**src/rtl/lfsr_pkg.sv**
```systemverilog
package lfsr_pkg;

    // Default configuration: 15-bit register, taps on bits 14 and 0
    localparam int unsigned DEF_WIDTH = 15;
    localparam logic [DEF_WIDTH-1:0] DEF_TAPS = 15'h4001;

    // Action taken at the next clock edge, in priority order
    typedef enum logic [2:0] {
        ACT_CLEAR  = 3'd0,
        ACT_LOAD   = 3'd1,
        ACT_ESCAPE = 3'd2,
        ACT_SHIFT  = 3'd3,
        ACT_HOLD   = 3'd4
    } lfsr_act_e;

    function automatic lfsr_act_e pick_action(input logic rst_i, input logic load_i,
                                              input logic en_i, input logic stuck_i);
        if (rst_i)       return ACT_CLEAR;
        else if (load_i) return ACT_LOAD;
        else if (!en_i)  return ACT_HOLD;
        else if (stuck_i) return ACT_ESCAPE;
        else             return ACT_SHIFT;
    endfunction

endpackage

```
**src/rtl/lfsr_feedback.sv**
```systemverilog
module lfsr_feedback #(
    parameter int unsigned WIDTH = lfsr_pkg::DEF_WIDTH,
    parameter logic [WIDTH-1:0] TAP_MASK = lfsr_pkg::DEF_TAPS
) (
    input  logic [WIDTH-1:0] cur,
    output logic [WIDTH-1:0] shifted
);
    logic [WIDTH-1:0] tapped;

    generate
        for (genvar i = 0; i < WIDTH; i++) begin : g_tap
            if (TAP_MASK[i]) begin : g_on
                assign tapped[i] = cur[i];
            end else begin : g_off
                assign tapped[i] = 1'b0;
            end
        end
    endgenerate

    assign shifted = {cur[WIDTH-2:0], ~(^tapped)};
endmodule

```
**src/rtl/lfsr_lockup_detect.sv**
```systemverilog
module lfsr_lockup_detect #(
    parameter int unsigned WIDTH = lfsr_pkg::DEF_WIDTH
) (
    input  logic [WIDTH-1:0] cur,
    output logic             stuck
);
    assign stuck = &cur;
endmodule

```
**src/rtl/lfsr_xnor_counter.sv**
```systemverilog
module lfsr_xnor_counter
    import lfsr_pkg::*;
#(
    parameter int unsigned WIDTH = DEF_WIDTH,
    parameter logic [WIDTH-1:0] TAP_MASK = DEF_TAPS
) (
    input  logic             clk,
    input  logic             rst,
    input  logic             en,
    input  logic             load,
    input  logic [WIDTH-1:0] load_value,
    output logic [WIDTH-1:0] state,
    output logic             lockup
);
    localparam logic [WIDTH-1:0] ALL_ONES = {WIDTH{1'b1}};

    logic [WIDTH-1:0] shift_q;
    logic [WIDTH-1:0] shifted;
    logic             stuck;
    lfsr_act_e        act;

    lfsr_feedback #(.WIDTH(WIDTH), .TAP_MASK(TAP_MASK)) u_fb (
        .cur     (shift_q),
        .shifted (shifted)
    );

    lfsr_lockup_detect #(.WIDTH(WIDTH)) u_lock (
        .cur   (shift_q),
        .stuck (stuck)
    );

    assign act = pick_action(rst, load, en, stuck);

    always_ff @(posedge clk) begin
        unique case (act)
            ACT_CLEAR:  shift_q <= '0;
            ACT_LOAD:   shift_q <= load_value;
            ACT_ESCAPE: shift_q <= '0;
            ACT_SHIFT:  shift_q <= shifted;
            default:    shift_q <= shift_q;
        endcase
    end

    assign state  = shift_q;
    assign lockup = stuck;

    // Assertions
    assert_reset_zero_R1: assert property (@(posedge clk)
        rst |=> (state == '0));

    assert_hold_R2: assert property (@(posedge clk) disable iff (rst)
        (!load && !en) |=> $stable(state));

    assert_shift_R3: assert property (@(posedge clk) disable iff (rst)
        (!load && en && state != ALL_ONES) |=> (state[WIDTH-1:1] == $past(state[WIDTH-2:0])));

    assert_load_R4: assert property (@(posedge clk) disable iff (rst)
        load |=> (state == $past(load_value)));

    assert_flag_R6: assert property (@(posedge clk) disable iff (rst)
        lockup |-> (state == ALL_ONES));

    assert_escape_R7: assert property (@(posedge clk) disable iff (rst)
        (!load && en && lockup) |=> (state == '0 && !lockup));

endmodule

```
**config.mk**
```make
export PLATFORM = sky130hd
export DESIGN_NAME = lfsr_xnor_counter
export DESIGN_NICKNAME = d
export VERILOG_FILES = /design/src/rtl/lfsr_pkg.sv /design/src/rtl/lfsr_feedback.sv /design/src/rtl/lfsr_lockup_detect.sv /design/src/rtl/lfsr_xnor_counter.sv
export SDC_FILE = /design/constraint.sdc
export NUM_CORES = 1
export LEC_CHECK = 0
export ABC_AREA = 0
export BUFFER_PORTS_ARGS = -buffer_cell sky130_fd_sc_hd__buf_2
export CAP_MARGIN = 40
export CELL_PAD_IN_SITES_DETAIL_PLACEMENT = 0
export CELL_PAD_IN_SITES_GLOBAL_PLACEMENT = 2
export CORE_ASPECT_RATIO = 0.8
export CORE_MARGIN = 8
export CORE_UTILIZATION = 29
export DETAILED_ROUTE_END_ITERATION = 10
export GPL_TIMING_DRIVEN = 0
export PLACE_DENSITY_LB_ADDON = 0.1
export REMOVE_ABC_BUFFERS = 1
export SYNTH_ARGS = -nofsm -noshare
export SYNTH_HDL_FRONTEND = slang
export SYNTH_SLANG_ARGS = --single-unit
```
**constraint.sdc**
```tcl
create_clock -name clk -period 2.55 [get_ports clk]
set_input_delay 0.3825 -clock clk [delete_from_list [all_inputs] [get_ports clk]]
set_output_delay 0.3825 -clock clk [all_outputs]
set_load 0.01 [all_outputs]
```
# After elaboration in Yosys (flattened, before gate mapping)
# Cells that the tools add are included.
# totals
regBits,15
latchBits,0
mem_bits_rw,0
rom_bits,0
in_bits,19
out_inout_bits,16
word_cells,15
memories,0
# classes
addsub,0
multipliers,0
div,0
magnitude_cmp,0
n_eq_ne,3
shifts,0
muxes,5
bitwise,1
n_reduce_logical,5
# op_table
operator,count
case mux 15 bit (3 select lines),1
AND reduction 15 bit,1
XOR reduction 15 bit,1
two-way mux 3 bit,3
"equality test 3 x 2 -> 1 bit, second input constant",2
"equality test 3 x 1 -> 1 bit, second input constant",1
zero test 3 bit,1
nonzero test 3 bit,1
OR reduction 2 bit,1
two-way mux 1 bit,1
NOT 1 bit,1

# Depth between registers and ports, before layout
# logic_depth
depth_word,8
mapped_depth,5
depth_no_buf,3

# Modules after synthesis
# From an unflattened synthesis, not the netlist that was laid out.
# unflattened
hier_cells,87
hier_area_um2,885.8
# modules_own_cells
module,n_inst,cells_each,area_each_um2,seq_area_each_um2
lfsr_xnor_counter,1,67,735.7,450.4
lfsr_feedback,1,15,113.9,0.0
lfsr_lockup_detect,1,5,36.3,0.0

# Worst setup path before layout
# OpenSTA, ideal clock, no wires.
# synth_timing
path_kind,reg-to-reg
start,"reg shift_q[13], in the netlist state[13]"
end,"reg shift_q[10], in the netlist state[10] (data pin)"
setup_ns,0.257
arrival_time_ns,1.510
required_ns,2.293
path_slack_ns,0.783
path_stages_with_launch,6
path_buffers,2
period_less_slack_ns,1.767
path_cell_list,edfxtp_1 nand4_1 or4_1 buf_6 buf_8 a32o_1
# synth_between
elab_chain_len,8
word_cells_on_any_way,11
cone_classes,eq/ne (3); mux (5); reduce/logical (3)
# synth_lines
item,line,text
from (decl),lfsr_xnor_counter.sv:17,logic [WIDTH-1:0] shift_q;
from (signal assigned),lfsr_xnor_counter.sv:37,ACT_LOAD: shift_q <= load_value;
from (signal assigned),lfsr_xnor_counter.sv:39,ACT_SHIFT: shift_q <= shifted;
from (signal assigned),lfsr_xnor_counter.sv:40,default: shift_q <= shift_q;
AND reduction 15 bit *,lfsr_lockup_detect.sv:7,assign stuck = &cur;
two-way mux 1 bit *,lfsr_pkg.sv:21,else if (stuck_i) return ACT_ESCAPE;
two-way mux 3 bit *,lfsr_pkg.sv:20,else if (!en_i) return ACT_HOLD;
two-way mux 3 bit *,lfsr_pkg.sv:19,else if (load_i) return ACT_LOAD;
two-way mux 3 bit *,lfsr_pkg.sv:18,if (rst_i) return ACT_CLEAR;
equality test 3 x 2 -> 1 bit or zero test 3 bit (tied branches),lfsr_xnor_counter.sv:35,unique case (act)
OR reduction 2 bit (no line),-,
case mux 15 bit (3 select lines) *,lfsr_xnor_counter.sv:35,
# Every way passes the cells marked *; elsewhere a longest branch is shown, timed or not.
# A chain may end at the register's enable or synchronous reset.

# Worst setup path in the final report
# layout_timing
start,"reg shift_q[13], in the netlist state[13]"
end,out lockup
# layout_between
elab_chain_len,1
# layout_lines
item,line,text
AND reduction 15 bit,lfsr_lockup_detect.sv:7,
to (decl),lfsr_xnor_counter.sv:13,output logic lockup
# No other way between the ends.

==> flow_summary.yaml <==
status:
  status: "completed"
cts:
  cts_made_buffers: 3
  postCtsSetupRepairBufs: 0
  worstSkewPairLatency_ns: 0.28
  htree_levels: 1
  cts.clk_slew.worst_paths_ns: 0.09
  clock_path_buffers: 2
  cts.sinks: 15
  cts-hold-fix-buffers: 0
  cts-root-buf: "clkbuf_4"
  cts_resized: 0
  cts_tree: "yes"
drt:
  drtIter0Drc: 34
  drt-wirelength-per-cell_um: 18.2
  wl_um: 1970
  vias_per_cell: 5.45
  drc: 0
  drtAntennaViolNets: 0
  drt_first_pass_iters: 4
  vias: 589
die:
  rows: 16
  die_h_um: 60.0
  die_x_um: 71.0
  coreArea_um2: 2360
  ios: 35
  die_area_um2: 4250
  initial_core_util_pct: 29.7
sta:
  slew_violations: 0
  fin_ws_ns: 0.272
  fin_tns_setup_ns: 0
  tightest_slew_ns: 0.654
  finalClockSkew_ns: 0.00401
  final.min_clock_period_ns: 2.28
  finalCritPeriodShare_pct: 89.4
  max_freq_mhz: 439
  hold_viol: 0
  rsz0062_at_grt: "no"
  setup_viol: 0
  max_slew_margin_pct: 56.4
worst_setup_path:
  cpMaxStageDelayCell: "or4_1"
  crit_type: "reg -> out"
  crit_buf_inv: 2
  critPathRequiredTime_ns: 2.17
  critPathCaptureType: "output pin"
  start_kind: "flip-flop"
  worst_path_largest_cell_delay_ns: 0.85
  crit_fanout: 16
  worst-endpoint-arrival_ns: 1.90
  cpLargestDelayFamily: "simple AND/OR/NAND/NOR gates"
  crit_chain: "nand4_1, or4_1, inv_2, buf_2"
yosys:
  yosys.area_share.adder_pct: 0
  yosysSeqAreaShare_pct: 64.3
  synthSimpleGateAreaFrac_pct: 6.43
  synth-xor-area-share_pct: 1.25
  yosysUniqueCellTypes: 14
  muxShareOfSynthArea_pct: 0
  synth_top_family_by_area: "compound AO/OA/AOI/OAI gates"
  synth-seq-cells: 15
  ys_warn_count: 0
  synth_compound_area_share_pct: 22.1
  syn_inst: 45
  syn_area_um2: 701
  syn_avg_cell_area_um2: 15.6
finish:
  nets: 101
  regArea_um2: 450
  largest_reg_flops: 15
  area_growth_pct: 32.0
  n_antenna_cell: 0
  design_area_um2: 925
  multiInputGateArea_um2: 214
  nFillCells: 260
  drive_gt1_share_pct: 50.6
  final_cells: 108
placement:
  gp_congestion: 0.654
  dpl.hpwl_um: 1500
  pre_cts_ws_ns: 0.577
  place_inst: 104
  placed_cell_area_um2: 898
  io_buffer_count: 34
pwr:
  p_leak_nw: 0.399
  total_power_uw: 530
  ir_worst_vdd_mv: 0.283
  power_density_nw_per_um2: 573
grt:
  grtUsageTotal_pct: 9.50
  grt_max_degree: 17
  grt_overflow_total: 0
  grt_pass1_vias: 594
  grt_pass1_wl_um: 3110
  antenna_found_initial: 0
min_path:
  hold_path_class: "in -> reg"
flow_run:
  maxCapViolCount: 0
cells by family after synthesis:
family | count (synthesis)
XOR/XNOR | 1
AO/OA/AOI/OAI | 16
buffers and inverters | 6
flip-flops | 15
AND/OR/NAND/NOR | 7
Yosys cell counts:
| cell | instances | area [µm²] |
|---|---|---|
| inv_2 | 1 | 3.75 |
| edfxtp_1 | 15 | 450 |
| xnor2_1 | 1 | 8.76 |
| or4_1 | 1 | 7.51 |
| buf_6 | 1 | 11.3 |
| or3_1 | 1 | 6.26 |
| inv_1 | 1 | 3.75 |
| nand3_1 | 1 | 5.00 |
| a32o_1 | 15 | 150 |
| nor3b_1 | 1 | 7.51 |
| clkbuf_1 | 2 | 7.51 |
| nand4_1 | 3 | 18.8 |
| a21oi_1 | 1 | 5.00 |
| buf_8 | 1 | 15.0 |
cell type report:
class,count,area share (%)
Clock buffer,4,2.84
Inverter,2,0.812
Multi-Input combinational cell,24,23.1
Sequential cell,15,48.7
Tap cell,27,3.65
Timing Repair Buffer,36,20.8
worst register-to-register path, delay by kind of cell (launching register included):
family	cells	cell delay (ns)
flip-flops	1	0.41
AO/OA/AOI/OAI	1	0.39
AND/OR/NAND/NOR	2	0.96
power by group:
group | switching, mW | leakage [nW] | internal (mW)
sequential | 0.0189 | 0.169 | 0.297
clock | 0.0716 | 0.0150 | 0.0607
combinational | 0.0402 | 0.215 | 0.0416
total | 0.131 | 0.399 | 0.400
routing by layer:
layer / GRT usage (%) / part of all wire, % / up-vias
met5: 0 / 0 / -
met2: 15.0 / 47 / 30
met4: 0.885 / 0 / 0
met3: 5.19 / 9.6 / 0
met1: 11.4 / 43 / 285
li1: - / - / 274
placed cells by master (no fill, tap or decap):
cell,count
a21oi_1,1
a32o_1,15
buf_2,34
buf_6,2
clkbuf_1,1
clkbuf_4,3
edfxtp_1,15
inv_1,1
inv_2,1
nand3_1,1
nand4_1,3
nor3b_2,1
or3_1,1
or4_1,1
xnor2_1,1
final timing paths:
path,cells past startpoint,slack [ns],from,endpoint
setup reg to reg,3,0.55,state[13],state[1]
hold reg to reg,1,0.63,state[12],state[13]
setup / recovery,4,0.27,state[13],lockup
hold / removal,2,0.39,load_value[13],state[13]
per-stage QoR:
stage	util [%]	hold slack (ns)
final	39.1	0.386
after global routing	39.1	0.368
after CTS	39.1	0.377
after detailed placement	38.0	0.617
after global placement	36.9	0.620
after floorplan	-	0.585
Power figures use the tool's default switching activity.
